==> src/rtl/hak_pkg.sv <==
package hak_pkg;
    localparam int MODE_W    = 2;
    localparam int STYLE_BIT = 0;
    localparam int N_STRB    = 3;

    typedef struct packed {
        logic              pol;
        logic [MODE_W-1:0] mode;
    } cfg_t;

    typedef struct packed {
        logic rd;
        logic wr;
        logic ac;
    } strb_t;
endpackage

==> src/rtl/hak_sync.sv <==
module hak_sync #(
    parameter int W      = 3,
    parameter int STAGES = 2
) (
    input  logic         clk,
    input  logic         rst_n,
    input  logic [W-1:0] din,
    output logic [W-1:0] dout
);
    localparam int LAST = STAGES - 1;

    logic [STAGES-1:0][W-1:0] chain_d, chain_q;

    always_comb begin
        chain_d[0] = din;
        for (int i = 1; i < STAGES; i++) begin
            chain_d[i] = chain_q[i-1];
        end
    end

    always_ff @(posedge clk) begin
        if (!rst_n) chain_q <= '0;
        else        chain_q <= chain_d;
    end

    assign dout = chain_q[LAST];
endmodule

==> src/rtl/hak_cfg.sv <==
module hak_cfg
    import hak_pkg::*;
(
    input  logic              clk,
    input  logic              rst_n,
    input  logic              strap_pol,
    input  logic              strap_sel,
    input  logic              we,
    input  logic [MODE_W-1:0] wdata,
    output cfg_t              cfg
);
    cfg_t cfg_d, cfg_q;

    always_comb begin
        cfg_d = cfg_q;
        if (!rst_n) begin
            cfg_d.pol             = strap_pol;
            cfg_d.mode            = '0;
            cfg_d.mode[STYLE_BIT] = ~(strap_pol ^ strap_sel);
        end else if (we) begin
            cfg_d.mode = wdata;
        end
    end

    always_ff @(posedge clk) begin
        cfg_q <= cfg_d;
    end

    assign cfg = cfg_q;


    mode_load_chk: assert property (@(posedge clk) disable iff (!rst_n)
        !we |=> $stable(cfg_q.mode));
endmodule

==> src/rtl/hak_resp.sv <==
module hak_resp
    import hak_pkg::*;
(
    input  logic  clk,
    input  logic  rst_n,
    input  strb_t strb,
    input  logic  rbuf_valid,
    input  logic  wbuf_full,
    input  logic  wr_busy,
    input  logic  ready_style,
    input  logic  pol_lvl,
    output logic  ack_out
);
    typedef struct packed {
        logic ack;
    } resp_t;

    resp_t st_d, st_q;
    logic  rd_ok, wr_ok, pass, act;

    always_comb begin
        rd_ok = rbuf_valid & ~wr_busy;
        wr_ok = ~wbuf_full & ~wr_busy;
        pass  = (~strb.rd | rd_ok) & (~strb.wr | wr_ok);
        if (ready_style) act = strb.ac | pass;
        else             act = strb.ac | ((strb.rd | strb.wr) & pass);
        st_d.ack = rst_n ? (act ^ ~pol_lvl) : ~pol_lvl;
    end

    always_ff @(posedge clk) begin
        st_q <= st_d;
    end

    assign ack_out = st_q.ack;
endmodule

==> src/rtl/host_ack_gen.sv <==
module host_ack_gen
    import hak_pkg::*;
#(
    parameter int SYNC_STAGES = 2
) (
    input  logic       clk,
    input  logic       rst_n,
    input  logic       strap_pol,
    input  logic       strap_sel,
    input  logic       hst_rd,
    input  logic       hst_wr,
    input  logic       hst_addr_cyc,
    input  logic       rbuf_valid,
    input  logic       wbuf_full,
    input  logic       wr_busy,
    input  logic       cfg_we,
    input  logic [1:0] cfg_wdata,
    output logic [1:0] cfg_mode,
    output logic       cfg_pol,
    output logic       ack_out
);
    strb_t raw_s, sync_s;
    cfg_t  cfg;
    logic  pol_lvl;

    assign raw_s = '{rd: hst_rd, wr: hst_wr, ac: hst_addr_cyc};

    hak_sync #(.W(N_STRB), .STAGES(SYNC_STAGES)) i_sync (
        .clk  (clk),
        .rst_n(rst_n),
        .din  (raw_s),
        .dout (sync_s)
    );

    hak_cfg i_cfg (
        .clk      (clk),
        .rst_n    (rst_n),
        .strap_pol(strap_pol),
        .strap_sel(strap_sel),
        .we       (cfg_we),
        .wdata    (cfg_wdata),
        .cfg      (cfg)
    );

    assign pol_lvl = rst_n ? cfg.pol : strap_pol;

    hak_resp i_resp (
        .clk        (clk),
        .rst_n      (rst_n),
        .strb       (sync_s),
        .rbuf_valid (rbuf_valid),
        .wbuf_full  (wbuf_full),
        .wr_busy    (wr_busy),
        .ready_style(cfg.mode[STYLE_BIT]),
        .pol_lvl    (pol_lvl),
        .ack_out    (ack_out)
    );

    assign cfg_mode = cfg.mode;
    assign cfg_pol  = cfg.pol;


    ack_idle_chk: assert property (@(posedge clk) disable iff (!rst_n)
        (!cfg.mode[STYLE_BIT] && !sync_s.rd && !sync_s.wr && !sync_s.ac)
        |=> ack_out == ~cfg_pol);


    rd_wait_chk: assert property (@(posedge clk) disable iff (!rst_n)
        (sync_s.rd && !sync_s.ac && !rbuf_valid) |=> ack_out == ~cfg_pol);


    ready_wait_chk: assert property (@(posedge clk) disable iff (!rst_n)
        (cfg.mode[STYLE_BIT] && sync_s.wr && wbuf_full && !sync_s.ac)
        |=> ack_out == ~cfg_pol);


    addr_cyc_chk: assert property (@(posedge clk) disable iff (!rst_n)
        sync_s.ac |=> ack_out == cfg_pol);


    pol_hold_chk: assert property (@(posedge clk) disable iff (!rst_n)
        cfg_we |=> $stable(cfg_pol));
endmodule

==> config.mk <==
export PLATFORM = sky130hd
export DESIGN_NAME = host_ack_gen
export DESIGN_NICKNAME = d
export VERILOG_FILES = /design/src/rtl/hak_pkg.sv /design/src/rtl/hak_sync.sv /design/src/rtl/hak_cfg.sv /design/src/rtl/hak_resp.sv /design/src/rtl/host_ack_gen.sv
export SDC_FILE = /design/constraint.sdc
export NUM_CORES = 1
export LEC_CHECK = 0
export BUFFER_PORTS_ARGS = -buffer_cell sky130_fd_sc_hd__buf_4
export CORE_AREA = 8 8 45 47
export DETAILED_ROUTE_END_ITERATION = 6
export DIE_AREA = 0 0 53 55
export SLEW_MARGIN = 20
export SYNTH_ARGS = -nofsm -noshare
export SYNTH_HDL_FRONTEND = slang
export SYNTH_SLANG_ARGS = --single-unit
==> constraint.sdc <==
create_clock -name clk -period 1.6 [get_ports clk]
set_input_delay 0.16 -clock clk [delete_from_list [all_inputs] [get_ports clk]]
set_output_delay 0.16 -clock clk [all_outputs]
set_load 0.02 [all_outputs]
==> flow_metrics.py, run 1 <==
metrics = {
    "place": {
        "port_buffers": 16,
        "routabilityCongestion": 0.752,
    },
    "clock_network": {
        "cts_resized": 0,
        "cts_max_level": 1,
        "cts_buffer_depth": 2,
        "ctsRootBufferMaster": "clkbuf_4",
        "post-cts-setup-buffers": 0,
        "cts_sinks": 10,
        "hold_buffers": 0,
        "path_clk_slew_ns": 0.06,
        "clk_latency_ns": 0.26,
        "cts_buffers": 3,
        "cts_tree": "built",
    },
    "finish": {
        "nets": 65,
        "drive_gt1_frac": 0.373,
        "fillers": 145,
        "antennaDiodeCount": 0,
        "syn2layout_area_growth_pct": 43.1,
        "seqCellArea_sq_um": 210,
        "mostFrequentLayoutCells": "16 x buf_4, 9 x dfxtp_1, 7 x and2_1, 3 x nor2b_1, 3 x clkbuf_4",
        "layout_commonest_cell": "buf_4",
        "multiInputGateArea_sq_um": 139,
    },
    "timing": {
        "final-setup-viol-count": 0,
        "skew_ns": 0.00952,
        "setup_tns_ns": 0,
        "maxSlewViolCount": 0,
        "hold_viol_final": 0,
        "rsz0062_at_grt": "no",
        "fin_crit_ns": 1.21,
        "maxSlewHeadroom": 0.712,
        "max_freq_mhz": 830,
        "fin_crit_sh": 0.753,
        "holdWs_ns": 0.104,
        "tightest_slew_ns": 0.432,
    },
    "yosys": {
        "ys_seq_area_frac": 0.583,
        "synth.net_count": 46,
        "avgSynthCellArea_sq_um": 10.9,
        "netlist_area_sq_um": 360,
        "ys_ff_latch": 10,
        "yosysWarnings": 0,
        "synth_cell_types": 17,
        "synthCells": 33,
    },
    "pwr": {
        "power_density_mw_per_mm2": 1030,
        "p_comb_frac": 0.152,
        "sw_frac_of_total": 0.220,
        "p_leak_nw": 0.235,
        "ir_drop_mv": 0.328,
        "switching_power_mw": 0.117,
        "p_int_mw": 0.413,
        "seqPwrFrac": 0.524,
        "clockPowerShare": 0.324,
    },
    "detailed_routing": {
        "drt-wirelength-per-cell_microns": 10.1,
        "drt_iter0_drc": 4,
        "ant_nets": 0,
        "vias_per_cell": 4.19,
        "drc": 0,
        "dr.pass1.iters": 4,
        "vias": 281,
        "wirelength_microns": 675,
    },
    "floorplanning": {
        "core_area_sq_mm": 0.00138,
        "die_area_sq_mm": 0.00292,
        "die_height_microns": 55,
        "rows": 14,
        "ios": 17,
        "die_x_microns": 53,
        "initial_core_util": 0.260,
    },
    "global_routing": {
        "grt_max_degree": 14,
        "overflow": 0,
        "grt_pass1_vias": 261,
        "grtUsageTotal": 0.0521,
        "grt_pass1_wl_microns": 1100,
        "antenna_found_initial": 0,
    },
    "worst_setup_path": {
        "cp-start-kind": "register",
        "endpoint_kind": "register",
        "crit_fanout": 2,
        "arrival_ns": 1.39,
        "critical_path_class": "reg -> reg",
        "cp.required_ns": 1.79,
    },
    "job": {
        "maxCapViolations": 0,
    },
    "worst_hold_path": {
        "hold_class": "in -> reg",
    },
    "status": {
        "status": "complete, no violations",
    },
}
-- state kept, by name, indices dropped and copies added (netlist names) --
signal / flops
i_cfg.cfg: 3
i_sync.chain_d: 3
i_resp.ack_out: 1
i_sync.dout: 3
-- layout make-up --
cell class	instances	share of cell area
Clock buffer	4	0.0510
Multi-Input combinational cell	21	0.269
Sequential cell	10	0.408
Tap cell	16	0.0388
Timing Repair Buffer	16	0.233
-- worst paths after layout --
kind	startpoint	to	slack, ns	cells past startpoint
max	i_sync.dout[2]	i_resp.ack_out	0.39	4
min	hst_addr_cyc	i_sync.chain_d[3]	0.10	2
max reg2reg	i_sync.dout[2]	i_resp.ack_out	0.39	4
min reg2reg	i_sync.chain_d[5]	i_sync.dout[2]	0.43	1
-- worst max-delay path, cell delays in order (launching register included) --
cell,delay [ns]
dfxtp_1,0.31
nor2b_1,0.13
a2111oi_1,0.07
or4_1,0.47
a31oi_1,0.16
-- cells in the mapped netlist --
master     instances  area, sq um
or4_1              1         7.51
dfxtp_1            9          180
a21o_1             1         7.51
nor2_1             1         3.75
o31ai_1            1         7.51
mux2i_1            1         10.0
a31oi_1            1         6.26
o21ai_0            1         5.00
and2_1             7         43.8
buf_4              1         7.51
nand2_1            1         3.75
a2111oi_1          1         10.0
nand2b_1           1         6.26
nor2b_1            3         18.8
edfxtp_1           1         30.0
xor2_1             1         8.76
clkbuf_1           1         3.75
-- kinds of logic after synthesis --
family	count (synthesis)	share of synthesized area
simple gates	14	0.233
buf+inv	2	0.0312
mux	1	0.0278
compound gates	5	0.101
xor+xnor	1	0.0243
flops	10	0.583
-- per-stage QoR --
stage          total power, mW  instance area, sq um  setup slack (ns)  instances   util
6_report                 0.530                   515             0.395         67  0.373
5_1_grt                  0.564                   515             0.273         67  0.373
4_1_cts                  0.543                   515             0.380         67  0.373
3_5_place_dp             0.366                   489             0.382         63  0.354
3_3_place_gp             0.365                   489             0.419         63  0.354
2_1_floorplan            0.326                   360             0.446         33      -
-- power groups by stage --
stage                     clock, mW  sequential [mW]  combinational, mW
after detailed placement          0            0.284             0.0817
final                         0.172            0.278             0.0807
after floorplan                   0            0.291             0.0345
after CTS                     0.183            0.278             0.0819
after global routing          0.195            0.281             0.0887
after global placement            0            0.284             0.0808
-- per-layer routing --
metal	global-route usage	vias to the layer above	routed length, microns
met5	0	-	0
li1	-	147	-
met3	0.0374	0	71
met4	0.0388	0	0
met1	0.0492	124	271
met2	0.0781	10	333
Note: power is estimated with default switching activity, not from simulation.
==> inputs of run 2 (changes only) <==
Clock period 1.6 ns to 1.1 ns, I/O delays scaled along.
==> run 2 against run 1 <==
The run now ends with negative setup slack left. Global-route usage up 0.38 points. Sequential cell count unchanged. Non-clock buffer count up 1. Sequential power up 45%. Fmax about the same. Power up 49%. Largest power group unchanged. Core utilization up 1.7 points. Critical path depth unchanged.
==> flow_metrics.py, run 2 (same netlist as run 1, synthesis figures left out) <==
metrics = {
    "worst_setup_path": {
        "crit_path_start": "i_sync.dout[2]",
        "endpoint_kind": "register",
        "rrSetupSlack_ns": -0.11,
        "cp-start-kind": "register",
        "arrival_ns": 1.39,
        "crit_fanout": 2,
        "cp.required_ns": 1.28,
        "critical_path_class": "reg -> reg",
        "reg2reg_from": "i_sync.dout[2]",
    },
    "finish": {
        "layout_commonest_cell": "buf_4",
        "final_core_util": 0.390,
        "mostFrequentLayoutCells": "17 x buf_4, 8 x dfxtp_1, 7 x and2_1, 3 x clkbuf_4, 2 x nor2b_1",
        "fillers": 146,
        "seqCellArea_sq_um": 211,
        "drive_gt1_frac": 0.462,
        "finalNonFillerCells": 68,
        "nets": 66,
        "multiInputGateArea_sq_um": 154,
        "antennaDiodeCount": 0,
        "syn2layout_area_growth_pct": 49.7,
    },
    "timing": {
        "tightest_slew_ns": 0.311,
        "setup_slack_ns": -0.106,
        "maxSlewHeadroom": 0.792,
        "final-setup-viol-count": 1,
        "setup_tns_ns": -0.106,
        "holdWs_ns": 0.0513,
        "rsz0062_at_grt": "yes",
        "fin_crit_ns": 1.21,
        "maxSlewViolCount": 0,
        "hold_viol_final": 0,
        "fin_crit_sh": 1.10,
        "max_freq_mhz": 829,
        "skew_ns": 0.00556,
    },
    "pwr": {
        "power_density_mw_per_mm2": 1470,
        "seqPwrFrac": 0.510,
        "sw_frac_of_total": 0.231,
        "p_comb_frac": 0.163,
        "p_leak_nw": 0.243,
        "switching_power_mw": 0.183,
        "ir_drop_mv": 0.466,
        "clockPowerShare": 0.327,
        "p_int_mw": 0.609,
    },
    "global_routing": {
        "antenna_found_initial": 0,
        "grtUsageTotal": 0.0560,
        "grt_pass1_vias": 266,
        "overflow": 0,
        "grt_max_degree": 14,
        "grt_pass1_wl_microns": 1100,
    },
    "floorplanning": {
        "die_x_microns": 53,
        "rows": 14,
        "die_height_microns": 55,
        "core_area_sq_mm": 0.00138,
        "ios": 17,
        "die_area_sq_mm": 0.00292,
        "initial_core_util": 0.260,
    },
    "detailed_routing": {
        "dr.pass1.iters": 2,
        "drt-wirelength-per-cell_microns": 10.5,
        "wirelength_microns": 711,
        "drc": 0,
        "drt_iter0_drc": 1,
        "vias": 284,
        "vias_per_cell": 4.18,
        "ant_nets": 0,
    },
    "clock_network": {
        "cts_buffer_depth": 2,
        "cts_tree": "built",
        "ctsRootBufferMaster": "clkbuf_4",
        "clk_latency_ns": 0.26,
        "hold_buffers": 0,
        "path_clk_slew_ns": 0.07,
        "cts_max_level": 1,
        "cts_buffers": 3,
        "cts_sinks": 10,
        "post-cts-setup-buffers": 0,
    },
    "worst_hold_path": {
        "min_from": "hst_addr_cyc",
        "hold_class": "in -> reg",
    },
    "job": {
        "maxCapViolations": 0,
    },
    "status": {
        "status": "complete, but fails checks",
        "violations": "negative setup slack",
    },
    "place": {
        "port_buffers": 16,
        "dp_cells": 64,
        "routabilityCongestion": 0.739,
    },
}
==> run 2: critical path, stage by stage, from the launching register on <==
cell	delay, ns
dfxtp_2	0.33
nor2b_4	0.14
a2111oi_2	0.05
or4_1	0.47
a31oi_1	0.14
==> run 2: area by class of cell <==
class / count / area share
multi-input cells: 21 / 0.285
well taps: 16 / 0.0371
repair buffers: 17 / 0.237
clock buffers: 4 / 0.0487
flip-flops and latches: 10 / 0.392
==> run 2: per-stage QoR <==
stage | power, mW | area [sq um] | setup slack [ns]
2_1_floorplan | 0.474 | 360 | -0.0539
3_3_place_gp | 0.535 | 497 | -0.0808
3_5_place_dp | 0.537 | 497 | -0.136
4_1_cts | 0.807 | 524 | -0.108
5_1_grt | 0.840 | 539 | -0.173
6_report | 0.792 | 539 | -0.106
==> run 2: per-layer routing <==
layer	share of wire	track usage	up-vias
met4	0.014	0.0776	0
met5	0	0	-
met2	0.50	0.0781	8
met1	0.39	0.0507	126
met3	0.097	0.0294	2
li1	-	-	148
==> run 2: worst paths after layout <==
| kind | end | depth (start not counted) |
|---|---|---|
| setup reg to reg | i_resp.ack_out | 4 |
| hold reg to reg | i_sync.dout[2] | 1 |
| hold / removal | i_sync.chain_d[3] | 2 |
| setup / recovery | i_resp.ack_out | 4 |
==> run 2: what timing repair did <==
item | CTS | global route
gates resized for setup | 1 | 4
endpoints found under the setup margin | 1 | 1
pin swaps | 1 | 0
gates cloned | 0 | 0
==> run 2: power groups by stage <==
| stage | clock (mW) | combinational [mW] | sequential (mW) |
|---|---|---|---|
| finish | 0.259 | 0.129 | 0.404 |
| global route | 0.290 | 0.142 | 0.407 |
| CTS | 0.277 | 0.126 | 0.404 |
| detailed placement | 0 | 0.125 | 0.411 |
| global placement | 0 | 0.124 | 0.411 |
| floorplan | 0 | 0.0501 | 0.424 |
==> inputs of run 3 (changes only) <==
Settings changed: PLACE_DENSITY from default to 0.51.
==> run 3 against run 2 <==
The run still ends with negative setup slack left. Cell area is 1.4% higher. Clock skew is 0.0047 ns higher. Critical path depth stayed put. Worst hold slack better by 0.0096 ns. Die area stayed put. Register-to-register slack better by 0.03 ns. Combinational power is 4% higher. Non-clock buffer count is 1 higher. Setup slack better by 0.029 ns.
==> flow_metrics.py, run 3 (same netlist as run 1, synthesis figures left out) <==
metrics = {
    "worst_setup_path": {
        "crit_path_start": "i_sync.dout[2]",
        "endpoint_kind": "register",
        "rrSetupSlack_ns": -0.08,
        "crit_fanout": 2,
        "reg2reg_from": "i_sync.dout[2]",
        "cp.required_ns": 1.30,
        "cp-start-kind": "register",
        "critical_path_class": "reg -> reg",
        "arrival_ns": 1.37,
    },
    "floorplanning": {
        "initial_core_util": 0.260,
        "core_area_sq_mm": 0.00138,
        "die_area_sq_mm": 0.00292,
        "die_x_microns": 53,
        "rows": 14,
        "ios": 17,
        "die_height_microns": 55,
    },
    "detailed_routing": {
        "top_layer": "met3",
        "wl_met1_microns": 302,
        "vias": 297,
        "wl_met3_microns": 93,
        "dr.pass1.iters": 2,
        "wirelength_microns": 709,
        "ant_nets": 0,
        "wl_met2_microns": 313,
        "drc": 0,
        "vias_per_cell": 4.30,
        "drt-wirelength-per-cell_microns": 10.3,
        "drt_iter0_drc": 3,
    },
    "finish": {
        "stdcell_area_sq_um": 547,
        "final_core_util": 0.395,
        "seqCellArea_sq_um": 211,
        "mostFrequentLayoutCells": "18 x buf_4, 8 x dfxtp_1, 7 x and2_1, 3 x clkbuf_4, 2 x nor2b_1",
        "antennaDiodeCount": 0,
        "layout_commonest_cell": "buf_4",
        "fillers": 132,
        "multiInputGateArea_sq_um": 154,
        "finalNonFillerCells": 69,
        "drive_gt1_frac": 0.472,
        "nets": 67,
        "syn2layout_area_growth_pct": 51.7,
    },
    "global_routing": {
        "antenna_found_initial": 0,
        "grt_pass1_wl_microns": 1130,
        "grtUsageTotal": 0.0537,
        "grt_max_degree": 14,
        "overflow": 0,
        "grt_pass1_vias": 310,
    },
    "pwr": {
        "p_leak_nw": 0.248,
        "finalPower_mw": 0.797,
        "ir_drop_mv": 0.546,
        "power_density_mw_per_mm2": 1460,
    },
    "clock_network": {
        "cts_sinks": 10,
        "hold_buffers": 0,
        "clk_latency_ns": 0.26,
        "ctsRootBufferMaster": "clkbuf_4",
        "post-cts-setup-buffers": 0,
        "cts_buffers": 3,
        "cts_tree": "built",
        "cts_buffer_depth": 2,
        "cts_max_level": 1,
        "path_clk_slew_ns": 0.07,
    },
    "timing": {
        "fin_crit_sh": 1.07,
        "fin_crit_ns": 1.18,
        "setup_slack_ns": -0.0774,
        "maxSlewViolCount": 0,
        "max_freq_mhz": 849,
        "tightest_slew_ns": 0.324,
        "holdWs_ns": 0.0609,
        "skew_ns": 0.0102,
        "hold_viol_final": 0,
        "maxSlewHeadroom": 0.783,
        "final-setup-viol-count": 1,
        "rsz0062_at_grt": "yes",
        "setup_tns_ns": -0.0774,
    },
    "job": {
        "maxCapViolations": 0,
    },
    "place": {
        "routabilityCongestion": 0.649,
        "place_area_sq_um": 504,
        "post-place-ws_ns": -0.122,
        "place_hpwl_microns": 550,
        "dp_cells": 65,
        "port_buffers": 16,
    },
    "worst_hold_path": {
        "hold_class": "in -> reg",
        "min_from": "hst_addr_cyc",
    },
    "status": {
        "violations": "negative setup slack",
        "status": "complete, but fails checks",
    },
}
-- run 3: changes by cell type in the layout (fill, tap and decap cells not counted) --
| cell | change |
|---|---|
| buf_4 | +1 |
-- run 3: layout make-up --
cell class,instances,area share
Clock buffer,4,0.0481
Multi-Input combinational cell,21,0.281
Sequential cell,10,0.387
Tap cell,16,0.0366
Timing Repair Buffer,18,0.247
-- run 3: final timing paths --
check | endpoint | depth (start not counted)
hold reg to reg | i_sync.dout[0] | 1
setup / recovery | i_resp.ack_out | 4
hold / removal | i_sync.chain_d[3] | 2
setup reg to reg | i_resp.ack_out | 4
-- run 3: layer usage --
layer | track usage | vias up
li1 | - | 152
met1 | 0.0490 | 133
met2 | 0.0801 | 12
met3 | 0.0428 | 0
met4 | 0.0388 | 0
met5 | 0 | -
-- run 3: critical path, cell delays in order, from the launching register on --
cell       delay (ns)
dfxtp_2          0.32
nor2_2           0.13
a2111oi_2        0.07
or4_1            0.47
a31oi_1          0.13
-- run 3: report_power, final --
part	internal (mW)	switching [mW]	total [mW]
logic	0.0795	0.0550	0.134
registers	0.394	0.00951	0.404
clock network	0.140	0.119	0.259
total	0.614	0.184	0.797
-- run 3: timing repair --
item / in CTS / in global routing
pin swaps: 1 / 0
setup endpoints to repair: 1 / 1
gates resized for setup: 5 / 0
hold endpoints to repair: 0 / 0
